==> src/rtl/pds_pkg.sv <==
package pds_pkg;

  typedef enum logic [2:0] {
    ST_RUN,
    ST_PARK,
    ST_XTAL_OFF,
    ST_XTAL_UP,
    ST_SETTLE
  } pds_state_e;

  // next level of the divided PCI clock at a phase wrap: a high phase
  // always completes, a new one starts only when running is allowed
  function automatic logic pci_level_next(input logic cur, input logic run);
    return cur ? 1'b0 : run;
  endfunction

  function automatic logic xtal_on(input pds_state_e s);
    return s != ST_XTAL_OFF;
  endfunction

  function automatic logic vco_on(input pds_state_e s);
    return (s != ST_XTAL_OFF) && (s != ST_XTAL_UP);
  endfunction

endpackage

==> src/rtl/pds_sync.sv <==
module pds_sync #(
  parameter int STAGES  = 2,
  parameter bit RST_VAL = 1'b1
) (
  input  logic clk,
  input  logic rst_n,
  input  logic d,
  output logic q
);
  logic [STAGES-1:0] sr;

  for (genvar i = 0; i < STAGES; i++) begin : g_stage
    if (i == 0) begin : g_first
      always_ff @(posedge clk or negedge rst_n) begin
        if (!rst_n) sr[i] <= RST_VAL;
        else        sr[i] <= d;
      end
    end else begin : g_next
      always_ff @(posedge clk or negedge rst_n) begin
        if (!rst_n) sr[i] <= RST_VAL;
        else        sr[i] <= sr[i-1];
      end
    end
  end

  assign q = sr[STAGES-1];
endmodule

==> src/rtl/pds_tick.sv <==
module pds_tick #(
  parameter int STAGES = 2
) (
  input  logic clk,
  input  logic rst_n,
  input  logic tmr_clk,
  output logic tick
);
  logic tmr_s;
  logic tmr_prev;

  pds_sync #(.STAGES(STAGES), .RST_VAL(1'b0)) u_sync (
    .clk(clk), .rst_n(rst_n), .d(tmr_clk), .q(tmr_s)
  );

  always_ff @(posedge clk or negedge rst_n) begin
    if (!rst_n) tmr_prev <= 1'b0;
    else        tmr_prev <= tmr_s;
  end

  assign tick = tmr_s & ~tmr_prev;
endmodule

==> src/rtl/pds_outgate.sv <==
module pds_outgate import pds_pkg::*; #(
  parameter int PCI_HALF = 1
) (
  input  logic clk,
  input  logic rst_n,
  input  logic run_cpu,
  input  logic run_pci,
  output logic cpu_out,
  output logic pci_out,
  output logic cpu_en,
  output logic parked
);
  localparam int PW = (PCI_HALF > 1) ? $clog2(PCI_HALF) : 1;
  localparam logic [PW-1:0] PH_LAST = PW'(PCI_HALF - 1);

  logic          cpu_en_q;
  logic          pci_q;
  logic [PW-1:0] phase;

  // enable changes only while clk is low, so the gated clock never clips
  always_ff @(negedge clk or negedge rst_n) begin
    if (!rst_n) cpu_en_q <= 1'b1;
    else        cpu_en_q <= run_cpu;
  end

  always_ff @(posedge clk or negedge rst_n) begin
    if (!rst_n) begin
      phase <= '0;
      pci_q <= 1'b0;
    end else if (phase == PH_LAST) begin
      phase <= '0;
      pci_q <= pci_level_next(pci_q, run_pci);
    end else begin
      phase <= phase + 1'b1;
    end
  end

  assign cpu_out = clk & cpu_en_q;
  assign pci_out = pci_q;
  assign cpu_en  = cpu_en_q;
  assign parked  = ~cpu_en_q & ~pci_q;
endmodule

==> src/rtl/clkgen_pwrdn_seq.sv <==
module clkgen_pwrdn_seq import pds_pkg::*; #(
  parameter int SYNC_STAGES  = 2,
  parameter int PCI_HALF     = 1,
  parameter int SETTLE_TICKS = 96
) (
  input  logic cpu_clk,
  input  logic rst_n,
  input  logic tmr_clk,
  input  logic pd_n,
  input  logic cpu_stop_n,
  input  logic pci_stop_n,
  output logic cpu_clk_out,
  output logic pci_clk_out,
  output logic osc_en,
  output logic vco_en,
  output logic out_hold
);
  localparam int N_ASYNC = 3;
  localparam int CW = (SETTLE_TICKS > 1) ? $clog2(SETTLE_TICKS) : 1;
  localparam logic [CW-1:0] CNT_LAST = CW'(SETTLE_TICKS - 1);

  function automatic logic settle_last(input logic [CW-1:0] c);
    return c == CNT_LAST;
  endfunction

  logic [N_ASYNC-1:0] async_in;
  logic [N_ASYNC-1:0] sync_out;
  logic pd_s, cpu_stop_s, pci_stop_s;
  logic tmr_tick;
  logic run_cpu, run_pci;
  logic cpu_gate_en, outs_parked;

  pds_state_e state_q, state_d;
  logic [CW-1:0] cnt_q, cnt_d;

  assign async_in = {pci_stop_n, cpu_stop_n, pd_n};

  for (genvar g = 0; g < N_ASYNC; g++) begin : g_sync
    pds_sync #(.STAGES(SYNC_STAGES), .RST_VAL(1'b1)) u_sync (
      .clk(cpu_clk), .rst_n(rst_n), .d(async_in[g]), .q(sync_out[g])
    );
  end

  assign pd_s       = sync_out[0];
  assign cpu_stop_s = sync_out[1];
  assign pci_stop_s = sync_out[2];

  pds_tick #(.STAGES(SYNC_STAGES)) u_tick (
    .clk(cpu_clk), .rst_n(rst_n), .tmr_clk(tmr_clk), .tick(tmr_tick)
  );

  always_comb begin
    state_d = state_q;
    cnt_d   = cnt_q;
    unique case (state_q)
      ST_RUN:      if (!pd_s) state_d = ST_PARK;
      ST_PARK:     if (outs_parked) state_d = ST_XTAL_OFF;
      ST_XTAL_OFF: if (pd_s) state_d = ST_XTAL_UP;
      ST_XTAL_UP: begin
        if (!pd_s) state_d = ST_XTAL_OFF;
        else if (tmr_tick) begin
          state_d = ST_SETTLE;
          cnt_d   = '0;
        end
      end
      ST_SETTLE: begin
        if (!pd_s) state_d = ST_XTAL_OFF;
        else if (tmr_tick) begin
          if (settle_last(cnt_q)) state_d = ST_RUN;
          else                    cnt_d   = cnt_q + 1'b1;
        end
      end
      default: state_d = ST_XTAL_OFF;
    endcase
  end

  always_ff @(posedge cpu_clk or negedge rst_n) begin
    if (!rst_n) begin
      state_q <= ST_RUN;
      cnt_q   <= '0;
    end else begin
      state_q <= state_d;
      cnt_q   <= cnt_d;
    end
  end

  assign run_cpu = (state_q == ST_RUN) & pd_s & cpu_stop_s;
  assign run_pci = (state_q == ST_RUN) & pd_s & pci_stop_s;

  pds_outgate #(.PCI_HALF(PCI_HALF)) u_gate (
    .clk(cpu_clk), .rst_n(rst_n), .run_cpu(run_cpu), .run_pci(run_pci),
    .cpu_out(cpu_clk_out), .pci_out(pci_clk_out),
    .cpu_en(cpu_gate_en), .parked(outs_parked)
  );

  assign osc_en   = xtal_on(state_q);
  assign vco_en   = vco_on(state_q);
  assign out_hold = state_q != ST_RUN;
endmodule

==> config.mk <==
export PLATFORM = sky130hd
export DESIGN_NAME = clkgen_pwrdn_seq
export DESIGN_NICKNAME = d
export VERILOG_FILES = /design/src/rtl/pds_pkg.sv /design/src/rtl/pds_sync.sv /design/src/rtl/pds_tick.sv /design/src/rtl/pds_outgate.sv /design/src/rtl/clkgen_pwrdn_seq.sv
export SDC_FILE = /design/constraint.sdc
export NUM_CORES = 1
export LEC_CHECK = 0
export BUFFER_PORTS_ARGS = -buffer_cell sky130_fd_sc_hd__buf_2
export CELL_PAD_IN_SITES_DETAIL_PLACEMENT = 0
export CELL_PAD_IN_SITES_GLOBAL_PLACEMENT = 1
export CORE_UTILIZATION = 47
export CTS_BUF_LIST = sky130_fd_sc_hd__clkbuf_16
export DETAILED_ROUTE_END_ITERATION = 6
export PLACE_DENSITY = 0.79
export SYNTH_ARGS = -nofsm -noshare
export SYNTH_HDL_FRONTEND = slang
export SYNTH_SLANG_ARGS = --single-unit
==> constraint.sdc <==
create_clock -name cpu_clk -period 2.45 [get_ports cpu_clk]
set_input_delay 0.245 -clock cpu_clk [delete_from_list [all_inputs] [get_ports cpu_clk]]
set_output_delay 0.245 -clock cpu_clk [all_outputs]
set_load 0.03 [all_outputs]
==> results of run 1 <==
==> flip-flops by register name (all words and copies together), names as in the netlist <==
| signal | count |
|---|---|
| u_gate.pci_out | 1 |
| g_sync.u_sync.q | 3 |
| state_q | 3 |
| u_tick.u_sync.sr | 1 |
| cnt_q | 7 |
| u_tick.tmr_prev | 1 |
| u_tick.u_sync.q | 1 |
| u_gate.cpu_en | 1 |
| g_sync.u_sync.sr | 3 |
==> logic make-up after synthesis <==
kind of cell	count (synthesis)	share of synthesized area (%)
adders and majority gates	1	1.330
muxes	3	3.192
DFF	21	56.78
and+or+nand+nor	41	24.47
AOI/OAI and AO/OA	16	11.57
buffers and inverters	4	1.728
xor gates and xnor gates	1	0.9310
==> worst min path at each step <==
stage                             start  slack, ns         endpoint
floorplan                         rst_n      -0.05         cnt_q[0]
global placement                  rst_n       0.28         cnt_q[4]
detailed placement                rst_n       0.28         cnt_q[4]
CTS                 u_tick.u_sync.sr[0]       0.35  u_tick.u_sync.q
global route        u_tick.u_sync.sr[0]       0.35  u_tick.u_sync.q
finish              u_tick.u_sync.sr[0]       0.35  u_tick.u_sync.q
==> final cells by class <==
class                      instances  area share, %
inverter                           2         0.5952
timing repair buffer              18          9.921
clock buffer                       7          12.80
multi-input combinational         62          31.15
sequential                        21          42.36
tap                               25          2.480
clock inverter                     2         0.6944
==> metal layers <==
| layer | global-route usage (%) | vias to the layer above |
|---|---|---|
| li1 | - | 358 |
| met1 | 26.98 | 354 |
| met3 | 13.08 | 7 |
| met2 | 33.06 | 22 |
| met4 | 15.43 | 0 |
| met5 | 0 | - |
==> power breakdown <==
part	switching [W]	internal [W]	total, W	leakage (nW)
Clock	0.000162	0.000431	0.000592	0.0937
Combinational	0.0000812	0.0000518	0.000133	0.188
Sequential	0.0000102	0.000369	0.000379	0.255
Total	0.000253	0.000851	0.00110	0.537
==> placed cells by master, fill, tap and decap left out, types with 2 or more instances in the layout <==
master and instances:
a21oi_1 2, and3b_1 2, buf_2 9, buf_4 4
clkbuf_16 6, dfrtp_1 14, dfstp_2 7, dlygate4sd3_1 5
inv_1 3, mux2i_1 3, nand2_1 9, nand2b_1 3
nand3_1 5, nand3b_1 2, nor2_1 7, nor3_1 5
o21ai_0 7
==> through the flow <==
stage                     setup TNS, ns  worst slack, ns
after floorplan                       0           0.1934
after CTS                       -0.2477          -0.2477
final                           -0.2750          -0.2750
after detailed placement              0           0.1972
after global routing            -0.2951          -0.2951
after global placement                0           0.1983
==> what timing repair did <==
| item | CTS | global route |
|---|---|---|
| hold endpoints to repair | 18 | 0 |
| gates cloned | 0 | 0 |
| gates resized for setup | 3 | 0 |
| setup buffers | 0 | 0 |
| hold buffers | 5 | 0 |
| setup endpoints to repair | 2 | 2 |
==> reports/metrics.cfg, run 1 <==
[critical_path]
path_buf_inv = 1
worstPathArrival_ns = 2.48
crit_type = flip-flop to primary output
startpoint_type = flip-flop
endpoint = cpu_clk_out
r2r_setup_slack_ns = 0.14
slowest_delay_ns = 0.53
cp_max_fo = 2
critPathSlowestCell = dfstp_2
cp_cell_sequence = and2_4, buf_6
cp.depth = 2
critPathCaptureType = primary output
timing.rr.end = state_q[0]
reg2regPathDepth = 4
required_ns = 2.20
crit_start = u_gate.cpu_en
cp_top_family = flip-flops
reg2reg_from = u_gate.cpu_en

[synthesis]
ys.warnings.count = 0
synth_seq_area_share_pct = 56.78
synth-edff-count = 0
synthDistinctLibCells = 30
synthCells = 87
yosysMostFrequentCell = dfrtp_1
synthFlopType = dfrtp_1
synth_top_area_share_pct = 37.23
async_flop_share_pct = 100.0
ys_top_cells_by_count = dfrtp_1 (14), nand2_1 (9), dfstp_2 (7), nor2_1 (7), o21ai_0 (7)
yosys-top-cells-area = dfrtp_1 (37%), dfstp_2 (20%), o21ai_0 (3.7%), nand2_1 (3.6%), mux2i_1 (3.2%)
syn-num-nets = 94
netlist_area_um2 = 940.9
syn_area_per_cell_um2 = 10.81
yosys.area.top_type = dfrtp_1
ys_seq_elements = 21

[sta]
drv_slew = 0
finalSetupViolCount = 2
relSlewSlack_pct = 73.64
finClkSkew_ns = 0.09452
hold_violations = 0
worstMarginPinSlew_ns = 0.3948
setup_slack_ns = -0.2750
fin_hold_ws_ns = 0.3460
rsz0062_at_grt = true

[route]
route.detailed.drc = 0
ant_nets = 0
wl_met3_um = 94
num_vias = 741
wl_met1_um = 895
wl_per_cell_um = 14.19
drt_iter0_drc = 21
dr.pass1.iters = 4
wl_mm = 1.944
routed_via_density = 5.409
highest_layer = met4
wl_met2_um = 903

[global_routing]
grt_pass1_vias = 718
grt_max_degree = 21
grt_use_total_pct = 23.33
grt-ovfl-total = 0
grt_pass1_wl_mm = 3.160
antenna_found_initial = 0

[floorplan]
rows = 15
fp.dieW_um = 46.74
die-height_um = 46.74
core_area_mm2 = 0.001802
io_pins = 11
initial_core_util_pct = 52.22
dieArea_mm2 = 0.002185

[cells_and_area]
drive_above_1_share_pct = 29.46
multiInputGateArea_um2 = 392.9
final_nets = 120
area_growth_pct = 34.04
finish.utilization_pct = 70.00
seqCellArea_um2 = 534.3
fillers = 141
fin_cells = 137
n_antenna_cell = 0
post-route-cell-area_mm2 = 0.001261

[outcome]
violations = negative setup slack
status = finished with violations

[placement]
port_buffers = 10
dpl.hpwl_mm = 1.248
gp_congestion = 0.8195
dp_cells = 125
placed_area_mm2 = 0.001047

[worst_hold_path]
hold_depth = 0
hp-class = flip-flop to flip-flop

[power]
power.density_mw_per_mm2 = 875.9
p_total_w = 0.001105
p_leak_nw = 0.5369
peakVddDrop_v = 0.0006422

[clock_network]
clk_pin_slew_ns = 0.06
clk_latency_ns = 0.46
cts_tree = yes

[job]
maxCapViolations = 0

Note: power is estimated with default switching activity, not from simulation.
==> run 2: changes to the inputs <==
--- a/config.mk
+++ b/config.mk
@@ -8,10 +8,10 @@
 export BUFFER_PORTS_ARGS = -buffer_cell sky130_fd_sc_hd__buf_2
 export CELL_PAD_IN_SITES_DETAIL_PLACEMENT = 0
 export CELL_PAD_IN_SITES_GLOBAL_PLACEMENT = 1
-export CORE_UTILIZATION = 47
+export CORE_UTILIZATION = 43
 export CTS_BUF_LIST = sky130_fd_sc_hd__clkbuf_16
 export DETAILED_ROUTE_END_ITERATION = 6
-export PLACE_DENSITY = 0.79
+export PLACE_DENSITY = 0.73
 export SYNTH_ARGS = -nofsm -noshare
 export SYNTH_HDL_FRONTEND = slang
 export SYNTH_SLANG_ARGS = --single-unit
==> constraint.sdc (replaced) <==
create_clock -name cpu_clk -period 2.92 [get_ports cpu_clk]
set_input_delay 0.292 -clock cpu_clk [delete_from_list [all_inputs] [get_ports cpu_clk]]
set_output_delay 0.292 -clock cpu_clk [all_outputs]
set_load 0.03 [all_outputs]
==> reports/metrics.cfg, run 2 (synthesis gave the netlist of run 1 again) <==
[outcome]
status = finished with violations
violations = negative setup slack

[global_routing]
grt_pass1_vias = 699  ; -2.6%
grt-ovfl-total = 0  ; unchanged
antenna_found_initial = 0  ; unchanged
grt_max_degree = 21  ; unchanged
grt_use_total_pct = 19.20  ; -4.1 points
grt_pass1_wl_mm = 3.111  ; -1.6%

[critical_path]
critPathCaptureType = primary output
path_buf_inv = 1  ; unchanged
slowest_delay_ns = 0.52  ; about the same
crit_start = u_gate.cpu_en
crit_type = flip-flop to primary output
cp_top_family = flip-flops
startpoint_type = flip-flop
critPathSlowestCell = dfstp_2
reg2reg_from = u_gate.cpu_en
cp_max_fo = 2  ; unchanged
worstPathArrival_ns = 2.71  ; +0.23 ns
cp_cell_sequence = and2_4, buf_6
required_ns = 2.63  ; +0.43 ns

[cells_and_area]
post-route-cell-area_mm2 = 0.001201  ; -4.8%
mostFrequentLayoutCells = dfrtp_1 (14), nand2_1 (9), buf_2 (9)
finish.utilization_pct = 60.00  ; -10 points
drive_above_1_share_pct = 28.57  ; -0.89 points
final_nets = 113  ; -5.8%
area_growth_pct = 27.66
fin_cells = 132  ; -3.6%
n_antenna_cell = 0  ; unchanged
fillers = 173  ; +23%
final_common_cell = dfrtp_1
regMostFlops = cnt_q
largest_reg_flops = 7  ; unchanged

[worst_hold_path]
hold_start = cpu_stop_n
hp-class = input port to flip-flop

[sta]
setup_slack_ns = -0.08103  ; +0.1940 ns
rsz0062_at_grt = true
finClkSkew_ns = 0.1124  ; +0.01786 ns
relSlewSlack_pct = 74.02  ; +0.37 points
finalSetupViolCount = 2  ; unchanged
worstMarginPinSlew_ns = 0.3857  ; -0.009065 ns
hold_violations = 0  ; unchanged
drv_slew = 0  ; unchanged

[power]
power.share.clock_pct = 55.2  ; +1.6 points
p_leak_nw = 0.5057  ; -5.8%
p_total_w = 0.0009237  ; -16%
power.internal_w = 0.0007021  ; -18%
peakVddDrop_v = 0.0006193  ; -3.6%
swShare_pct = 23.99  ; +1.1 points
power.density_mw_per_mm2 = 769.0  ; -12%
combPwrFrac_pct = 8.8  ; -3.2 points
netSwitchingPower_w = 0.0002216  ; -12%
power_frac_seq_pct = 36.0  ; +1.7 points

[placement]
gp_congestion = 0.7332  ; -11%
dpl.hpwl_mm = 1.177  ; -5.7%
port_buffers = 10  ; unchanged
placed_area_mm2 = 0.001027  ; -1.9%
pre_cts_slack_ns = 0.3847  ; +0.1875 ns
dp_cells = 124  ; -0.80%

[route]
wl_mm = 1.869  ; -3.9%
wl_per_cell_um = 14.16  ; -0.22%
drt_iter0_drc = 13  ; -38%
num_vias = 713  ; -3.8%
dr.pass1.iters = 4  ; unchanged
route.detailed.drc = 0  ; unchanged
routed_via_density = 5.402  ; -0.13%
ant_nets = 0  ; unchanged

[floorplan]
initial_core_util_pct = 47.00  ; -5.2 points
fp.dieW_um = 48.78  ; +4.4%
core_area_mm2 = 0.002002  ; +11%
dieArea_mm2 = 0.002379  ; +8.9%
rows = 16  ; +1
io_pins = 11  ; unchanged
die-height_um = 48.78  ; +4.4%

[job]
maxCapViolations = 0  ; unchanged

[clock_network]
clk_pin_slew_ns = 0.06  ; about the same
cts_tree = yes
postCtsSetupBuffers = 0  ; unchanged
clk_latency_ns = 0.48  ; +0.02 ns

run 2: changes by cell type in the layout (fill, tap and decap cells not counted), sizes merged:
cell	before	now
dlygate4sd3	5	1
buf	14	11
run 2: repair_timing:
item,in CTS,in global routing
hold buffers,1,0
endpoints found under the setup margin,2,2
cloned,0,0
resized for setup,3,0
hold endpoints to repair,14,0
run 2: per-stage QoR:
step,hold slack (ns),setup TNS (ns)
5_1_grt,0.01051,-0.09667
4_1_cts,0.01317,-0.07534
6_report,0.01562,-0.08103
3_3_place_gp,0.3259,0
3_5_place_dp,0.3207,0
2_1_floorplan,-0.003591,0
run 2: cell type report:
| cell class | count | area, µm² | area share (%) |
|---|---|---|---|
| clock inverter | 2 | 8.758 | 0.7292 |
| multi-input combinational | 62 | 392.9 | 32.71 |
| clock buffer | 7 | 161.4 | 13.44 |
| sequential | 21 | 534.3 | 44.48 |
| inverter | 2 | 7.507 | 0.6250 |
| timing repair buffer | 11 | 62.56 | 5.208 |
| tap | 27 | 33.78 | 2.813 |
run 2: worst paths after layout:
path,end,slack [ns],cells after the start
worst max-delay path,cpu_clk_out,-0.08,2
worst min-delay path,g_sync[1].u_sync.sr[0],0.02,1
worst max register to register,state_q[0],0.32,4
worst min register to register,u_tick.u_sync.q,0.35,0
max in group asynchronous,u_gate.cpu_en,1.13,2
min in group asynchronous,cnt_q[6],0.46,3
run 2: power groups by stage:
stage | registers (W) | clock network, W | logic [W]
floorplan | 0.000327 | 0.00000541 | 0.0000617
global placement | 0.000335 | 0.00000570 | 0.0000802
detailed placement | 0.000337 | 0.00000570 | 0.0000798
CTS | 0.000333 | 0.000517 | 0.0000821
global route | 0.000336 | 0.000525 | 0.0000913
finish | 0.000332 | 0.000510 | 0.0000815
run 2: per-layer routing:
layer  wire, µm  global-route usage [%]
met1        840                   24.12
met2        877                   25.00
met3        112                   7.477
met4         39                   17.65
met5          0                       0
